$ cat src/rtl/vmode_pkg.sv
package vmode_pkg;

    typedef enum logic [2:0] {
        ST_HIGH    = 3'd0,
        ST_DN_CHK  = 3'd1,
        ST_RAMP_DN = 3'd2,
        ST_LOW     = 3'd3,
        ST_UP_CHK  = 3'd4,
        ST_RAMP_UP = 3'd5
    } vmode_e;

    typedef struct packed {
        logic supply_low;
        logic clk_half;
        logic busy;
    } vmode_out_t;

    // Moore decode of the select outputs from the controller state.
    function automatic vmode_out_t mode_outputs(vmode_e st, logic lead_met);
        vmode_out_t o;
        o = '0;
        case (st)
            ST_RAMP_DN: begin
                o.clk_half   = 1'b1;
                o.busy       = 1'b1;
                o.supply_low = lead_met;
            end
            ST_LOW, ST_UP_CHK: begin
                o.clk_half   = 1'b1;
                o.supply_low = 1'b1;
            end
            ST_RAMP_UP: begin
                o.clk_half = 1'b1;
                o.busy     = 1'b1;
            end
            default: o = '0;
        endcase
        return o;
    endfunction

endpackage

$ cat src/rtl/vmode_ilp_window.sv
module vmode_ilp_window #(
    parameter int ISSUE_W   = 3,
    parameter int WIN       = 10,
    parameter int THR       = 10,
    parameter bit JUDGE_LOW = 1'b1
) (
    input  logic               clk,
    input  logic               rst,
    input  logic               active,
    input  logic [ISSUE_W-1:0] issue_cnt,
    output logic               done,
    output logic               pass
);
    localparam int MAXSUM = WIN * ((1 << ISSUE_W) - 1);
    localparam int ACC_W  = $clog2(MAXSUM + 1) + 1;
    localparam int CNT_W  = $clog2(WIN + 1);

    logic [ACC_W-1:0] acc;
    logic [ACC_W-1:0] total;
    logic [CNT_W-1:0] cnt;

    assign total = acc + ACC_W'(issue_cnt);
    assign done  = active && (cnt == CNT_W'(WIN - 1));

    always_ff @(posedge clk) begin
        if (rst || !active) begin
            acc <= '0;
            cnt <= '0;
        end else begin
            acc <= total;
            cnt <= cnt + 1'b1;
        end
    end

    generate
        if (JUDGE_LOW) begin : g_judge_low
            assign pass = (total <= ACC_W'(THR));
        end else begin : g_judge_high
            assign pass = (total >= ACC_W'(THR));
        end
    endgenerate

    // the controller leaves a window no later than its last cycle
    a_r2_window_bounded: assert property (@(posedge clk) disable iff (rst)
        active |-> (cnt < CNT_W'(WIN)));

endmodule

$ cat src/rtl/vmode_ramp_timer.sv
module vmode_ramp_timer #(
    parameter int MAX_LEN = 16,
    localparam int PH_W   = $clog2(MAX_LEN + 1)
) (
    input  logic            clk,
    input  logic            rst,
    input  logic            active,
    output logic [PH_W-1:0] phase
);
    always_ff @(posedge clk) begin
        if (rst || !active) begin
            phase <= '0;
        end else begin
            phase <= phase + 1'b1;
        end
    end

    // a ramp ends on time, so the phase never reaches the longest length
    a_r8_phase_bounded: assert property (@(posedge clk) disable iff (rst)
        active |-> (phase < PH_W'(MAX_LEN)));

endmodule

$ cat src/rtl/vmode_ctrl.sv
module vmode_ctrl #(
    parameter int ISSUE_W      = 3,
    parameter int MISS_W       = 4,
    parameter int DOWN_WIN     = 10,
    parameter int UP_WIN       = 20,
    parameter int CLK_LEAD     = 4,
    parameter int RAMP_CYC     = 12,
    parameter int LOW_ILP_MAX  = 10,
    parameter int HIGH_ILP_MIN = 30
) (
    input  logic               clk,
    input  logic               rst,
    input  logic               miss_det,
    input  logic               miss_ret,
    input  logic [MISS_W-1:0]  miss_outstanding,
    input  logic [ISSUE_W-1:0] issue_cnt,
    output logic               supply_low,
    output logic               clk_half,
    output logic               busy
);
    import vmode_pkg::*;

    localparam int DN_LEN = CLK_LEAD + RAMP_CYC;
    localparam int PH_W   = $clog2(DN_LEN + 1);

    vmode_e          state, state_nx;
    logic            dn_done, dn_pass, up_done, up_pass;
    logic [PH_W-1:0] ramp_phase;
    logic            lead_met, last_return;
    vmode_out_t      outs;

    vmode_ilp_window #(
        .ISSUE_W(ISSUE_W), .WIN(DOWN_WIN), .THR(LOW_ILP_MAX), .JUDGE_LOW(1'b1)
    ) u_down_mon (
        .clk(clk), .rst(rst), .active(state == ST_DN_CHK),
        .issue_cnt(issue_cnt), .done(dn_done), .pass(dn_pass)
    );

    vmode_ilp_window #(
        .ISSUE_W(ISSUE_W), .WIN(UP_WIN), .THR(HIGH_ILP_MIN), .JUDGE_LOW(1'b0)
    ) u_up_mon (
        .clk(clk), .rst(rst), .active(state == ST_UP_CHK),
        .issue_cnt(issue_cnt), .done(up_done), .pass(up_pass)
    );

    vmode_ramp_timer #(
        .MAX_LEN(DN_LEN)
    ) u_ramp (
        .clk(clk), .rst(rst),
        .active((state == ST_RAMP_DN) || (state == ST_RAMP_UP)),
        .phase(ramp_phase)
    );

    assign lead_met    = (ramp_phase >= PH_W'(CLK_LEAD));
    assign last_return = miss_ret && !miss_det && (miss_outstanding == MISS_W'(1));

    always_comb begin
        state_nx = state;
        case (state)
            ST_HIGH:    if (miss_det) state_nx = ST_DN_CHK;
            ST_DN_CHK:  if (dn_done) state_nx = dn_pass ? ST_RAMP_DN : ST_HIGH;
            ST_RAMP_DN: if (ramp_phase == PH_W'(DN_LEN - 1)) state_nx = ST_LOW;
            ST_LOW:     if (last_return) state_nx = ST_UP_CHK;
            ST_UP_CHK: begin
                if (miss_det)     state_nx = ST_LOW;
                else if (up_done) state_nx = up_pass ? ST_RAMP_UP : ST_LOW;
            end
            ST_RAMP_UP: if (ramp_phase == PH_W'(RAMP_CYC - 1)) state_nx = ST_HIGH;
            default:    state_nx = ST_HIGH;
        endcase
    end

    always_ff @(posedge clk) begin
        if (rst) state <= ST_HIGH;
        else     state <= state_nx;
    end

    assign outs       = mode_outputs(state, lead_met);
    assign supply_low = outs.supply_low;
    assign clk_half   = outs.clk_half;
    assign busy       = outs.busy;

    // a down window is opened only by a detected miss
    a_r2_down_trigger: assert property (@(posedge clk) disable iff (rst)
        (state == ST_DN_CHK && $past(state) == ST_HIGH) |-> $past(miss_det));

    // the clock is already halved before the low supply is selected
    a_r4_clock_first: assert property (@(posedge clk) disable iff (rst)
        $rose(supply_low) |-> (clk_half && $past(clk_half)));

    // an up window is opened only by the last returning miss
    a_r5_up_trigger: assert property (@(posedge clk) disable iff (rst)
        (state == ST_UP_CHK && $past(state) == ST_LOW)
            |-> ($past(miss_ret) && !$past(miss_det) && $past(miss_outstanding) == MISS_W'(1)));

    // full clock returns only after a ramp, on the high supply
    a_r7_full_clock_last: assert property (@(posedge clk) disable iff (rst)
        $fell(clk_half) |-> (!supply_low && $past(busy)));

    // no other transition can interrupt either ramp
    a_r8_ramp_dn_hold: assert property (@(posedge clk) disable iff (rst)
        (state == ST_RAMP_DN) |=> (state == ST_RAMP_DN || state == ST_LOW));
    a_r8_ramp_up_hold: assert property (@(posedge clk) disable iff (rst)
        (state == ST_RAMP_UP) |=> (state == ST_RAMP_UP || state == ST_HIGH));

    // a new miss abandons the up window
    a_r9_abort: assert property (@(posedge clk) disable iff (rst)
        (state == ST_UP_CHK && miss_det) |=> (state == ST_LOW));

    // low supply never runs with the full clock
    a_r10_low_needs_half: assert property (@(posedge clk) disable iff (rst)
        supply_low |-> clk_half);

endmodule

$ cat config.mk
export PLATFORM = sky130hd
export DESIGN_NAME = vmode_ctrl
export DESIGN_NICKNAME = d
export VERILOG_FILES = /design/src/rtl/vmode_pkg.sv /design/src/rtl/vmode_ilp_window.sv /design/src/rtl/vmode_ramp_timer.sv /design/src/rtl/vmode_ctrl.sv
export SDC_FILE = /design/constraint.sdc
export NUM_CORES = 1
export LEC_CHECK = 0
export BUFFER_PORTS_ARGS = -buffer_cell sky130_fd_sc_hd__buf_4
export CAP_MARGIN = 15
export CORE_MARGIN = 2
export CORE_UTILIZATION = 58
export CTS_CLUSTER_SIZE = 40
export DETAILED_ROUTE_END_ITERATION = 16
export PLACE_DENSITY_LB_ADDON = 0.25
export SLEW_MARGIN = 15
export SYNTH_ARGS = -nofsm -noshare
export SYNTH_HDL_FRONTEND = slang
export SYNTH_HIERARCHICAL = 1
export SYNTH_SLANG_ARGS = --single-unit
$ cat constraint.sdc
create_clock -name clk -period 4.87 [get_ports clk]
set_input_delay 0.2435 -clock clk [delete_from_list [all_inputs] [get_ports clk]]
set_output_delay 0.2435 -clock clk [all_outputs]
set_load 0.05 [all_outputs]
Word-level counts from Yosys, hierarchy flattened. Cells that the tools add are included.

Equal/unequal tests: 16. Mux-type cells: 13. $lt $le $gt $ge: 3. Reduce and logical (&&, ||, !) cells: 17. Add/subtract/negate cells: 5.

Operator list (number): $mux W3 (8); $pmux W3 S6 (1); $add A5 B1 Y5 const B (2); $eq A5 B4 Y1 const B (2); $add A9 B3 Y9 (1); $ge A9 B5 Y1 const B (1); $add A8 B3 Y8 (1); $le A8 B4 Y1 const B (1); $eq A3 B2 Y1 const B (2); $eq A3 B3 Y1 const B (2); $ne A2 B2 Y1 const B (3); $reduce_and A6 Y1 (1); $eq A5 B5 Y1 const B (1); $ge A5 B3 Y1 const B (1); $add A4 B1 Y4 const B (1); $eq A4 B1 Y1 const B (1); $eq A4 B4 Y1 const B (1); $logic_and A1 B1 Y1 (4); $logic_not A1 Y1 (4); $logic_or A1 B1 Y1 (4); $ne A2 B1 Y1 const B (2); $reduce_or A2 Y1 (2); $reduce_or A4 Y1 (1); $eq A3 B1 Y1 const B (1); other kinds (5) (6).

Input bits: 11. Register bits after elaboration: 34. Word-level logic and storage cells: 60.

Longest topological paths before layout.
Depth after elaboration: 6. Mapped depth: 11. Depth with buffers taken out: 11.

Cells and area by module. The synthesis kept the hierarchy.

Modules (own cells, without submodules): vmode_ilp_window (u_up_mon) (cells an instance 74, area each 701.9 sq um, seq. area each 280.3 sq um, instances 1); vmode_ilp_window (u_down_mon) (cells an instance 63, area each 618.1 sq um, seq. area each 240.2 sq um, instances 1); vmode_ctrl (cells an instance 42, area each 365.4 sq um, seq. area each 60.1 sq um, instances 1); vmode_ramp_timer (cells an instance 20, area each 206.4 sq um, seq. area each 100.1 sq um, instances 1).

Worst setup path before layout. Ideal clock, no wire load.

Path kind: register to register. From: reg u_down_mon.acc[0]. To: reg state[1]. Arrival: 2182 ps. Clock period less this slack: 2273 ps. Data required time: 4779 ps. Slack: 2597 ps. Stages on the path, launching flop included: 12. Cells stage by stage: dfxtp_1 ha_1 inv_1 fa_1 nor2b_1 o2111ai_1 mux2_4 a221oi_2 nand3b_1 a21oi_1 nor2_1 a311oi_1.

Longest elaborated chain between the ends: 5.

Ends and longest elaborated chain: start, declared (RTL line vmode_ilp_window.sv:18) `logic [ACC_W-1:0] acc;`; start signal, assigned (RTL line vmode_ilp_window.sv:30) `acc <= total;`; $add A8 B3 Y8 (RTL line vmode_ilp_window.sv:22) `assign total = acc + ACC_W'(issue_cnt);`; $le A8 B4 Y1 (RTL line vmode_ilp_window.sv:37) `assign pass = (total <= ACC_W'(THR));`; net dn_pass (RTL line vmode_ctrl.sv:27) `logic dn_done, dn_pass, up_done, up_pass;`; $mux W2 (RTL line vmode_ctrl.sv:61) `ST_DN_CHK: if (dn_done) state_nx = dn_pass ? ST_RAMP_DN : ST_HIGH;`; $mux W3 (RTL line vmode_ctrl.sv:61); $pmux W3 S6 (RTL line vmode_ctrl.sv:59) `case (state)`; end signal, assigned (RTL line vmode_ctrl.sv:75) `else state <= state_nx;`; end, declared (RTL line vmode_ctrl.sv:26) `vmode_e state, state_nx;`.

The timed path passes the listed nets, and every way through them passes these cells. The select of a mux whose other input is x is not followed. A chain may end at the register's enable or synchronous reset.

Final worst setup path. Same ends and word-level chain as after synthesis.

==> qor_table.md <==
| Group | Metric | Value |
|:---|:---|:---|
| placement | Routability-driven placement congestion ratio | 0.801 |
| floorplanning | Top-level I/O count | 14 |
| clock tree | TritonCTS buffer count | 5 |
| logic synthesis | Post-synth design cell area | 1890 sq um |
| route | Final wirelength | 3.42 mm |
| setup path | Capture point of the worst reg-to-reg path | state[1] |
| logic synthesis | Average cell area after synthesis | 9.51 sq um |
| logic synthesis | Ys Warns | 6 |
| clock tree | Setup bufs post-CTS | 0 |
| sta | Clock Skew | 0.00884 ns |
| logic synthesis | Async set-reset flop share out of synthesis | 0 |
| sta | Final worst hold slack | 0.138 ns |
| global routing | First-pass GRT wire length | 5.44 mm |
| route | Final routed wire length divided by cell count | 13.3 microns |
| clock tree | H-tree lvl count | 2 |
| clock tree | Insertion delay to the later sink of the worst-skew pair | 0.35 ns |
| placement | Placed cell areas | 2020 sq um |
| setup path | CP Data Required Time | 5.13 ns |
| route | Topmost layer with routed signal wires | met4 |
| sta | Setup repair after global routing missed its margin | false |
| global routing | Largest net degree at the start of global routing | 15 |
| sta | Slew Limit Fails | 0 |
| sta | Number of setup violations in the final report | 0 |
| logic synthesis | Count of mapped cells out of synthesis | 199 |
| layout | Share of post-route cells with drive strength above 1 | 0.168 |
| setup path | Source of the critical timing path | u_down_mon/acc[0] |
| setup path | Reg2reg start | u_down_mon/acc[0] |
| global routing | Initial antenna violation count | 0 |
| sta | Final-layout setup total negative slack | 0 ns |
| route | Count of nets left with antenna violations after detail routing | 0 |
| route | Post-route met1 wirelength | 1.49 mm |
| power | Max VDD drop | 145 uV |
| worst hold path | Worst min-delay path category | in -> reg |
| floorplanning | Row cnt | 20 |
| layout | Most frequent standard cell in the layout excluding fill and tap cells | nor2_1 |
| power | Reported net switching power | 259 uW |
| setup path | Critical path fanouts, max | 4 |
| clock tree | Number of gates given a new drive strength after cts | 0 |
| route | Amount of wire on met3 after detailed routing | 122 microns |
| sta | Worst slew margin relative to its limit | 0.617 |
| layout | Area growth syn-to-layout | 9.26% |
| layout | Antenna diode count | 0 |
| logic synthesis | Ranking of synthesized cells by area | dfxtp_1 (36%), nor2_1 (7.1%), ha_1 (6.6%) |
| sta | Peak clock frequency supported by timing | 0.398 GHz |
| clock tree | Clock Tree Buf Depth | 2 |
| clock tree | Clock tree root driver cell | clkbuf_4 |
| power | Pwr dens | 336 nW/um^2 |
| global routing | Aggregate global-route resource usage | 0.203 |
| floorplanning | Chip height | 61.1 microns |
| placement | Half-perimeter wire length after detailed placement | 2.59 mm |
| floorplanning | Initial standard-cell utilization of the core | 0.615 |
| setup path | Critical path type | reg -> reg |
| layout | Fin area | 2070 sq um |
| setup path | Type of destination of the critical path | flop |
| route | Iter 0 DRT Violations | 53 |
| logic synthesis | EDFF count, synth | 0 |
| clock tree | Count of clock tree sinks | 34 |
| logic synthesis | Main synth FF type | dfxtp_1 |
| setup path | Startpoint class of the critical path | flop |
| flow run | Max-capacitance violation count | 0 |
| setup path | Length in cells of the worst reg-to-reg path | 11 |
| logic synthesis | Number of storage elements in the synthesis netlist | 34 |
| logic synthesis | Number of distinct library cell variants in the gate-level netlist after synthesis | 52 |
| sta | Fin crit share | 0.516 |
| power | Fraction of power consumed by combinational cells | 0.315 |
| global routing | Via count of the first global-routing pass | 1338 |
| floorplanning | Horizontal die dimension | 61.1 microns |
| logic synthesis | Post-synth top area cell | dfxtp_1 |
| floorplanning | Core outline area | 3080 sq um |
| setup path | Minimum setup slack among reg-to-reg paths | 2.35 ns |
| status | Run status | completed |
| sta | Endpoints failing hold | 0 |
| power | Static power due to leakage | 0.000842 uW |
| setup path | Worst setup endpoint | state[1] |
| route | Count of unresolved DRC violations after routing | 0 |
| floorplanning | Full die area | 3730 sq um |
| clock tree | Number of hold buffers added after CTS | 0 |
| sta | Final critical path time including I/O delays and setup | 2.52 ns |
| clock tree | Clock tree from TritonCTS | built |
| layout | Commonest non-fill, non-tap cells in the layout | nor2_1 (36), dfxtp_1 (34), buf_4 (13), xnor2_1 (13), inv_1 (11) |
| placement | Number of buffers inserted by port buffering | 13 |
| logic synthesis | Total nets after synthesis | 222 |
| logic synthesis | Post-synthesis sequential area ratio | 0.360 |
| power | Internal power | 436 uW |
| route | Vias per Instance | 5.55 |
| power | Clock group share of total power | 0.209 |
| sta | Worst Tran Pin Value | 0.570 ns |
| clock tree | Post-CTS clock slew at the launch and capture registers of the worst setup and hold paths | 0.10 ns |
| power | Sequential fraction of design power | 0.476 |
| setup path | CP arrival | 2.77 ns |
| layout | # nets final | 237 |
| route | Number of iterations in the first detailed-routing pass | 4 |
| route | WL met2 | 1.72 mm |
| logic synthesis | Proportion of netlist area held by the largest area contributor | 0.360 |
| sta | Setup slack after layout | 2.35 ns |
| power | Net Sw Frac | 0.373 |
| global routing | Remaining global-route overflow | 0 |
| placement | Pre-CTS setup slack | 2.35 ns |
| route | DR vias | 1432 |
[critical path: stages (launching register included)]
cell and delay, ns:
dfxtp_1 0.32, ha_1 0.18, inv_1 0.06, fa_1 0.41, nor2b_1 0.26, o2111ai_1 0.14, mux2_4 0.28, a221oi_2 0.23
nand3b_1 0.10, a21oi_1 0.16, nor2_1 0.05, a311oi_1 0.25
[worst min-delay path by stage]
stage                     from  slack [ns]              end  cells after the start
2_1_floorplan              rst        0.32         state[1]                      1
6_report                   rst        0.14         state[1]                      2
4_1_cts                    rst        0.13         state[2]                      2
3_5_place_dp   u_up_mon/cnt[0]        0.44  u_up_mon/cnt[0]                      1
3_3_place_gp   u_up_mon/cnt[0]        0.43  u_up_mon/cnt[0]                      1
5_1_grt                    rst        0.15         state[1]                      2
[sequential cells by signal, summed over array words and instances, names as in the netlist]
signal / count
state: 3
u_down_mon/acc: 8
u_down_mon/cnt: 4
u_ramp/phase: 5
u_up_mon/acc: 9
u_up_mon/cnt: 5
[layer usage]
layer	GRT usage	vias up
met3	0.0378	9
li1	-	723
met2	0.356	28
met1	0.228	672
met4	0.121	0
met5	0	-
[cells in the mapped netlist, types with 3 or more instances]
cell       n
nor2_1    36
ha_1      10
inv_1     11
nand3_1    6
a21oi_1    5
mux2i_1    4
xor2_1     9
nor3b_1    3
dfxtp_1   34
nor2b_1    3
nand3b_1   6
xnor2_1   13
nand2b_1   4
nand2_1    4
o21ai_0    3
[metrics by stage]
step,instances,utilization,total power [uW]
2_1_floorplan,199,-,507
3_3_place_gp,251,0.656,548
3_5_place_dp,251,0.656,556
4_1_cts,258,0.672,700
5_1_grt,258,0.672,731
6_report,258,0.672,695
[cell families (layout without fill, tap and decap cells)]
logic type / Yosys count / in the layout / synth area share
AOI/OAI and AO/OA: 30 / 30 / 0.136
xor gates and xnor gates: 22 / 22 / 0.102
adders and majority gates: 12 / 12 / 0.0873
buffers and inverters: 16 / 31 / 0.0351
DFF: 34 / 34 / 0.360
muxes: 5 / 5 / 0.0291
and+or+nand+nor: 80 / 80 / 0.251
[power groups by stage]
| stage | Clock, uW | Combinational (uW) | Sequential [uW] |
|---|---|---|---|
| 2_1_floorplan | 0 | 191 | 316 |
| 3_3_place_gp | 0 | 212 | 336 |
| 3_5_place_dp | 0 | 219 | 337 |
| 4_1_cts | 150 | 220 | 330 |
| 5_1_grt | 156 | 240 | 335 |
| 6_report | 145 | 219 | 331 |
[final cells by class]
cell class              instances  area (sq um)
well taps                      44          55.1
fillers                       269          1010
flip-flops and latches         34           681
clock buffers                   5          37.5
repair buffers                 13          97.6
clock inverters                 2          10.0
inverters                      11          41.3
multi-input cells             149          1140
No activity file was read; power rests on OpenSTA's default activity.
